--- config.mk ---
export PLATFORM = sky130hd
export DESIGN_NAME = spi_cmd_txq
export DESIGN_NICKNAME = d
export VERILOG_FILES = /design/src/rtl/spi_cmd_txq_pkg.sv /design/src/rtl/spi_txq_fifo.sv /design/src/rtl/spi_txq_engine.sv /design/src/rtl/spi_cmd_txq.sv
export SDC_FILE = /design/constraint.sdc
export NUM_CORES = 1
export LEC_CHECK = 0
export ABC_AREA = 1
export BUFFER_PORTS_ARGS = -buffer_cell sky130_fd_sc_hd__buf_2
export CORE_AREA = 2 2 132 134
export CTS_CLUSTER_SIZE = 25
export DETAILED_ROUTE_END_ITERATION = 6
export DIE_AREA = 0 0 134 136
export GPL_TIMING_DRIVEN = 0
export MAX_ROUTING_LAYER = met4
export PLACE_DENSITY = 0.52
export SYNTH_ARGS = -nofsm -noshare
export SYNTH_HDL_FRONTEND = slang
export SYNTH_SLANG_ARGS = --single-unit
export TNS_END_PERCENT = 100
--- constraint.sdc ---
create_clock -name clk -period 7.5 [get_ports clk]
set_input_delay 1.125 -clock clk [delete_from_list [all_inputs] [get_ports clk]]
set_output_delay 1.125 -clock clk [all_outputs]
set_load 0.05 [all_outputs]
--- src/rtl/spi_cmd_txq_pkg.sv ---
package spi_cmd_txq_pkg;
    localparam int TXQ_FRAME_W = 8;
    localparam int TXQ_NCS     = 4;
    localparam int TXQ_CS_LSB  = 8;
    localparam int TXQ_SEL_BIT = 12;
    localparam int TXQ_CONT_BIT = 13;
    localparam int TXQ_EOQ_BIT = 14;
    localparam int TXQ_CMD_W   = TXQ_EOQ_BIT + 1;

    typedef enum logic [1:0] {
        ENG_IDLE  = 2'd0,
        ENG_SETUP = 2'd1,
        ENG_SHIFT = 2'd2,
        ENG_HOLD  = 2'd3
    } eng_state_e;
endpackage

--- src/rtl/spi_txq_fifo.sv ---
module spi_txq_fifo #(
    parameter int WIDTH = 15,
    parameter int DEPTH = 4
) (
    input  logic             clk,
    input  logic             rst_n,
    input  logic             wr,
    input  logic [WIDTH-1:0] wdata,
    input  logic             rd,
    output logic [WIDTH-1:0] rdata,
    output logic             empty,
    output logic             full,
    output logic             drop
);
    localparam int AW = (DEPTH > 1) ? $clog2(DEPTH) : 1;
    localparam int CW = AW + 1;

    typedef struct packed {
        logic [DEPTH-1:0][WIDTH-1:0] mem;
        logic [AW-1:0]               wp;
        logic [AW-1:0]               rp;
        logic [CW-1:0]               cnt;
    } fifo_t;

    fifo_t s_d, s_q;
    logic  do_wr, do_rd;

    assign empty = (s_q.cnt == '0);
    assign full  = (s_q.cnt == CW'(DEPTH));
    assign rdata = s_q.mem[s_q.rp];
    assign drop  = wr && full;

    always_comb begin
        s_d   = s_q;
        do_wr = wr && !full;
        do_rd = rd && !empty;
        if (do_wr) begin
            s_d.mem[s_q.wp] = wdata;
            s_d.wp = (s_q.wp == AW'(DEPTH - 1)) ? '0 : s_q.wp + 1'b1;
        end
        if (do_rd) begin
            s_d.rp = (s_q.rp == AW'(DEPTH - 1)) ? '0 : s_q.rp + 1'b1;
        end
        case ({do_wr, do_rd})
            2'b10:   s_d.cnt = s_q.cnt + 1'b1;
            2'b01:   s_d.cnt = s_q.cnt - 1'b1;
            default: s_d.cnt = s_q.cnt;
        endcase
    end

    always_ff @(posedge clk or negedge rst_n) begin
        if (!rst_n) s_q <= '0;
        else        s_q <= s_d;
    end
endmodule

--- src/rtl/spi_txq_engine.sv ---
module spi_txq_engine
    import spi_cmd_txq_pkg::*;
#(
    parameter int DIV_W = 8
) (
    input  logic                 clk,
    input  logic                 rst_n,
    input  logic                 avail,
    input  logic [TXQ_CMD_W-1:0] cmd,
    input  logic [DIV_W-1:0]     div_a,
    input  logic [DIV_W-1:0]     div_b,
    output logic                 pop,
    output logic                 eoq_evt,
    output logic                 sck,
    output logic                 mosi,
    output logic [TXQ_NCS-1:0]   cs_n
);
    localparam int BIT_W = $clog2(TXQ_FRAME_W);

    typedef struct packed {
        eng_state_e             st;
        logic [DIV_W-1:0]       cnt;
        logic [DIV_W-1:0]       half;
        logic [BIT_W-1:0]       bitn;
        logic [TXQ_FRAME_W-1:0] sh;
        logic                   sck;
        logic [TXQ_NCS-1:0]     cs_n;
        logic                   cont;
        logic                   eoq;
    } eng_t;

    eng_t             e_d, e_q;
    logic [DIV_W-1:0] pick;

    assign sck  = e_q.sck;
    assign mosi = e_q.sh[TXQ_FRAME_W-1];
    assign cs_n = e_q.cs_n;

    always_comb begin
        e_d     = e_q;
        pop     = 1'b0;
        eoq_evt = 1'b0;
        pick    = cmd[TXQ_SEL_BIT] ? div_b : div_a;
        if (pick == '0) pick = DIV_W'(1);
        case (e_q.st)
            ENG_IDLE: begin
                if (avail) begin
                    pop       = 1'b1;
                    e_d.sh    = cmd[TXQ_FRAME_W-1:0];
                    e_d.cs_n  = ~cmd[TXQ_CS_LSB +: TXQ_NCS];
                    e_d.cont  = cmd[TXQ_CONT_BIT];
                    e_d.eoq   = cmd[TXQ_EOQ_BIT];
                    e_d.half  = pick;
                    e_d.cnt   = pick - 1'b1;
                    e_d.st    = ENG_SETUP;
                end
            end
            ENG_SETUP: begin
                if (e_q.cnt == '0) begin
                    e_d.sck  = 1'b1;
                    e_d.bitn = '0;
                    e_d.cnt  = e_q.half - 1'b1;
                    e_d.st   = ENG_SHIFT;
                end else begin
                    e_d.cnt = e_q.cnt - 1'b1;
                end
            end
            ENG_SHIFT: begin
                if (e_q.cnt != '0) begin
                    e_d.cnt = e_q.cnt - 1'b1;
                end else begin
                    e_d.cnt = e_q.half - 1'b1;
                    e_d.sck = ~e_q.sck;
                    if (e_q.sck) begin
                        if (e_q.bitn == BIT_W'(TXQ_FRAME_W - 1)) begin
                            e_d.st = ENG_HOLD;
                        end else begin
                            e_d.bitn = e_q.bitn + 1'b1;
                            e_d.sh   = {e_q.sh[TXQ_FRAME_W-2:0], 1'b0};
                        end
                    end
                end
            end
            ENG_HOLD: begin
                if (e_q.cnt != '0) begin
                    e_d.cnt = e_q.cnt - 1'b1;
                end else begin
                    if (e_q.eoq || !e_q.cont) e_d.cs_n = '1;
                    eoq_evt = e_q.eoq;
                    e_d.st  = ENG_IDLE;
                end
            end
            default: e_d.st = ENG_IDLE;
        endcase
    end

    always_ff @(posedge clk or negedge rst_n) begin
        if (!rst_n) begin
            e_q      <= '0;
            e_q.st   <= ENG_IDLE;
            e_q.cs_n <= '1;
        end else begin
            e_q <= e_d;
        end
    end
endmodule

--- src/rtl/spi_cmd_txq.sv ---
module spi_cmd_txq
    import spi_cmd_txq_pkg::*;
#(
    parameter int DEPTH = 4,
    parameter int DIV_W = 8
) (
    input  logic               clk,
    input  logic               rst_n,
    input  logic               push_valid,
    input  logic [31:0]        push_word,
    input  logic               req_en,
    input  logic [DIV_W-1:0]   div_a,
    input  logic [DIV_W-1:0]   div_b,
    input  logic               eoq_clr,
    input  logic               ovf_clr,
    output logic               sck,
    output logic               mosi,
    output logic [TXQ_NCS-1:0] cs_n,
    output logic               fill_req,
    output logic               eoq_flag,
    output logic               ovf_flag
);
    typedef struct packed {
        logic eoq;
        logic ovf;
    } flag_t;

    flag_t                f_d, f_q;
    logic [TXQ_CMD_W-1:0] head;
    logic                 empty, full, drop, pop, eoq_evt;
    logic                 unused_hi;

    assign unused_hi = ^push_word[31:TXQ_CMD_W];

    spi_txq_fifo #(.WIDTH(TXQ_CMD_W), .DEPTH(DEPTH)) u_fifo (
        .clk   (clk),
        .rst_n (rst_n),
        .wr    (push_valid),
        .wdata (push_word[TXQ_CMD_W-1:0]),
        .rd    (pop),
        .rdata (head),
        .empty (empty),
        .full  (full),
        .drop  (drop)
    );

    spi_txq_engine #(.DIV_W(DIV_W)) u_eng (
        .clk     (clk),
        .rst_n   (rst_n),
        .avail   (!empty),
        .cmd     (head),
        .div_a   (div_a),
        .div_b   (div_b),
        .pop     (pop),
        .eoq_evt (eoq_evt),
        .sck     (sck),
        .mosi    (mosi),
        .cs_n    (cs_n)
    );

    always_comb begin
        f_d = f_q;
        if (eoq_clr) f_d.eoq = 1'b0;
        if (ovf_clr) f_d.ovf = 1'b0;
        if (eoq_evt) f_d.eoq = 1'b1;
        if (drop)    f_d.ovf = 1'b1;
    end

    always_ff @(posedge clk or negedge rst_n) begin
        if (!rst_n) f_q <= '0;
        else        f_q <= f_d;
    end

    assign fill_req = req_en && !full;
    assign eoq_flag = f_q.eoq;
    assign ovf_flag = f_q.ovf;
endmodule

==> qor.yml <==
status: "finished, final reports clean"
initial_utilization_pct: 32.5
slew_headroom_pct: 56.0
ys_types: 38
die_w_um: 134
clk_pin_slew_worst_paths_ns: 0.08
ys_warn_count: 0
drive_gt1_share_pct: 12.9
holdBufCountCts: 0
cts_sinks: 105
io_pins: 63
setup_violations: 0
grt_max_degree: 57
path_max_fanout: 10
grt_pass1_wl_um: 23200
post_drt_via_cell_ratio: 4.72
syn_area_um2: 5480
cts_buffers: 9
track_usage_pct: 16.8
gp_congestion: 0.807
final_common_cell: "nand2_1"
syn-num-nets: 755
areaGrowthSynthToFinish_pct: 15.6
skew_ns: 0.0129
drt-total-wl_um: 14000
port_buffers: 45
clk-insertion-delay-late_ns: 0.36
post-dp-hpwl_um: 9980
critPathKind: "flip-flop to flip-flop"
drv_slew: 0
post_synth.cell_area_avg_um2: 8.00
drc_errors: 0
tritoncts: "built"
finish.instance_area_um2: 6340
place_ws_ns: 4.52
irDropWorstVdd_mv: 0.183
async_flop_share_pct: 100
leakage_nw: 3.08
place_area_um2: 6020
ys_seq_area_share_pct: 48.0
fin_crit_sh_pct: 39.6
netlist_instances: 685
wire_per_inst_um: 14.4
synth_ff_type: "dfrtp_1"
worstPathArrival_ns: 3.20
antenna_found_initial: 0
postRouteAntennaNets: 0
grt_overflow: 0
post_cts_buffers: 0
root_buffer: "clkbuf_16"
dieArea_um2: 18200
cts.repair.resized: 0
utilization_pct: 37.6
setup_ws_ns: 4.53
finalHoldViolCount: 0
drv_cap: 0
rsz0062_at_grt: "no"
nets: 812
final_cell_mix: "nand2_1 (174), o21ai_0 (107), dfrtp_1 (101), inv_1 (84), buf_2 (46)"
first_pass_iters: 4
worstMarginPinSlew_ns: 0.661
dr.first_iter.drc_count: 370
ys_seq_elements: 105
min_period_ns: 2.97
die_h_um: 136
placementRows: 48
tns_ns: 0
hp-class: "flip-flop to flip-flop"
end_kind: "flip-flop"
required_ns: 7.73
cp-start-kind: "flip-flop"
core-area_um2: 16900
grt_pass1_vias: 4451
num_antenna_cells: 0
clock.fmax_ghz: 0.336
synth-edff-count: 0
cts_max_level: 3
num_vias: 4585
p_per_area_nw_per_um2: 466
total_power_mw: 2.95
cts.path.max_buffers: 2
## per-layer routing
metal  up-vias  share of wire (%)  track usage [%]
met5         -                  0                -
met4         0                1.1             4.20
met3        11                3.4             3.47
met2        63                 47             26.7
met1      2187                 49             22.1
li1       2324                  -                -
## synthesized netlist by cell type, types with 2 or more instances
cell type,instances,area [um^2]
nand2_2,6,37.5
clkbuf_1,24,90.1
nand3b_1,4,30.0
o21ai_0,107,536
xnor2_1,3,26.3
nor2_1,32,120
nor3_1,5,25.0
o22ai_1,6,37.5
nor2_4,2,22.5
ha_1,15,188
dfstp_2,4,105
nand2_1,174,653
o21a_1,3,22.5
buf_4,4,30.0
inv_1,84,315
buf_2,2,10.0
nand4_1,5,31.3
nand3_1,22,110
dfrtp_1,101,2530
a32oi_1,7,61.3
a21oi_1,28,140
nor2_2,2,12.5
nand3_4,2,35.0
a22oi_1,3,22.5
xor2_1,9,78.8
o21ai_1,5,25.0
o211ai_1,9,67.6
inv_2,7,26.3
## critical path: stages, from the launching register on
cell and delay, ns:
dfrtp_1 0.42, inv_1 0.09, ha_1 0.23, inv_2 0.12
nor2_2 0.42, clkbuf_1 0.48, ha_1 0.23, inv_1 0.06
fa_1 0.37, a21oi_1 0.14, o21ai_0 0.11, xor2_1 0.15
## report_power, final
group	internal, mW	switching, mW
sequential	0.839	0.142
combinational	0.481	0.980
clock	0.283	0.227
## worst paths after layout
check / startpoint / endpoint / slack (ns) / depth (start not counted)
max in group asynchronous: rst_n / u_eng.cs_n[3]$_DFFE_PN1P_ / 5.95 / 2
setup reg to reg: u_eng.e_q[35]$_DFFE_PN0P_ / u_fifo.s_q[2]$_DFFE_PN0P_ / 4.53 / 11
min in group asynchronous: rst_n / u_fifo.s_q[24]$_DFFE_PN0P_ / 0.80 / 1
hold / removal: u_fifo.s_q[62]$_DFFE_PN0P_ / u_fifo.s_q[62]$_DFFE_PN0P_ / 0.49 / 2
setup / recovery: u_eng.e_q[35]$_DFFE_PN0P_ / u_fifo.s_q[2]$_DFFE_PN0P_ / 4.53 / 11
hold reg to reg: u_fifo.s_q[62]$_DFFE_PN0P_ / u_fifo.s_q[62]$_DFFE_PN0P_ / 0.49 / 2
## registers in the layout (all words and copies together) (netlist names)
register,count
eoq_flag,1
ovf_flag,1
u_eng.cs_n,4
u_eng.e_q,30
u_eng.mosi,1
u_eng.sck,1
u_fifo.s_q,67
## cell type report
class	count	area (um^2)
flip-flops and latches	105	2630
fillers	1764	10500
clock buffers	11	253
repair buffers	46	255
clock inverters	5	67.6
plain buffers	31	134
multi-input cells	458	2370
inverters	91	342
well taps	225	282
## cells by family (layout without fill, tap and decap cells)
| kind of cell | Yosys count | after routing | share of synthesized area, % |
|---|---|---|---|
| AOI/OAI and AO/OA | 172 | 172 | 17.3 |
| xor gates and xnor gates | 12 | 12 | 1.92 |
| adders and majority gates | 16 | 16 | 3.79 |
| buffers and inverters | 122 | 184 | 8.67 |
| DFF | 105 | 105 | 48.0 |
| and+or+nand+nor | 258 | 258 | 20.3 |
## metrics by stage
stage	hold slack, ns	cells
after floorplan	0.448	685
after global placement	0.462	955
after detailed placement	0.470	956
after CTS	0.490	972
after global routing	0.510	972
final	0.485	972
Power figures use the tool's default switching activity.
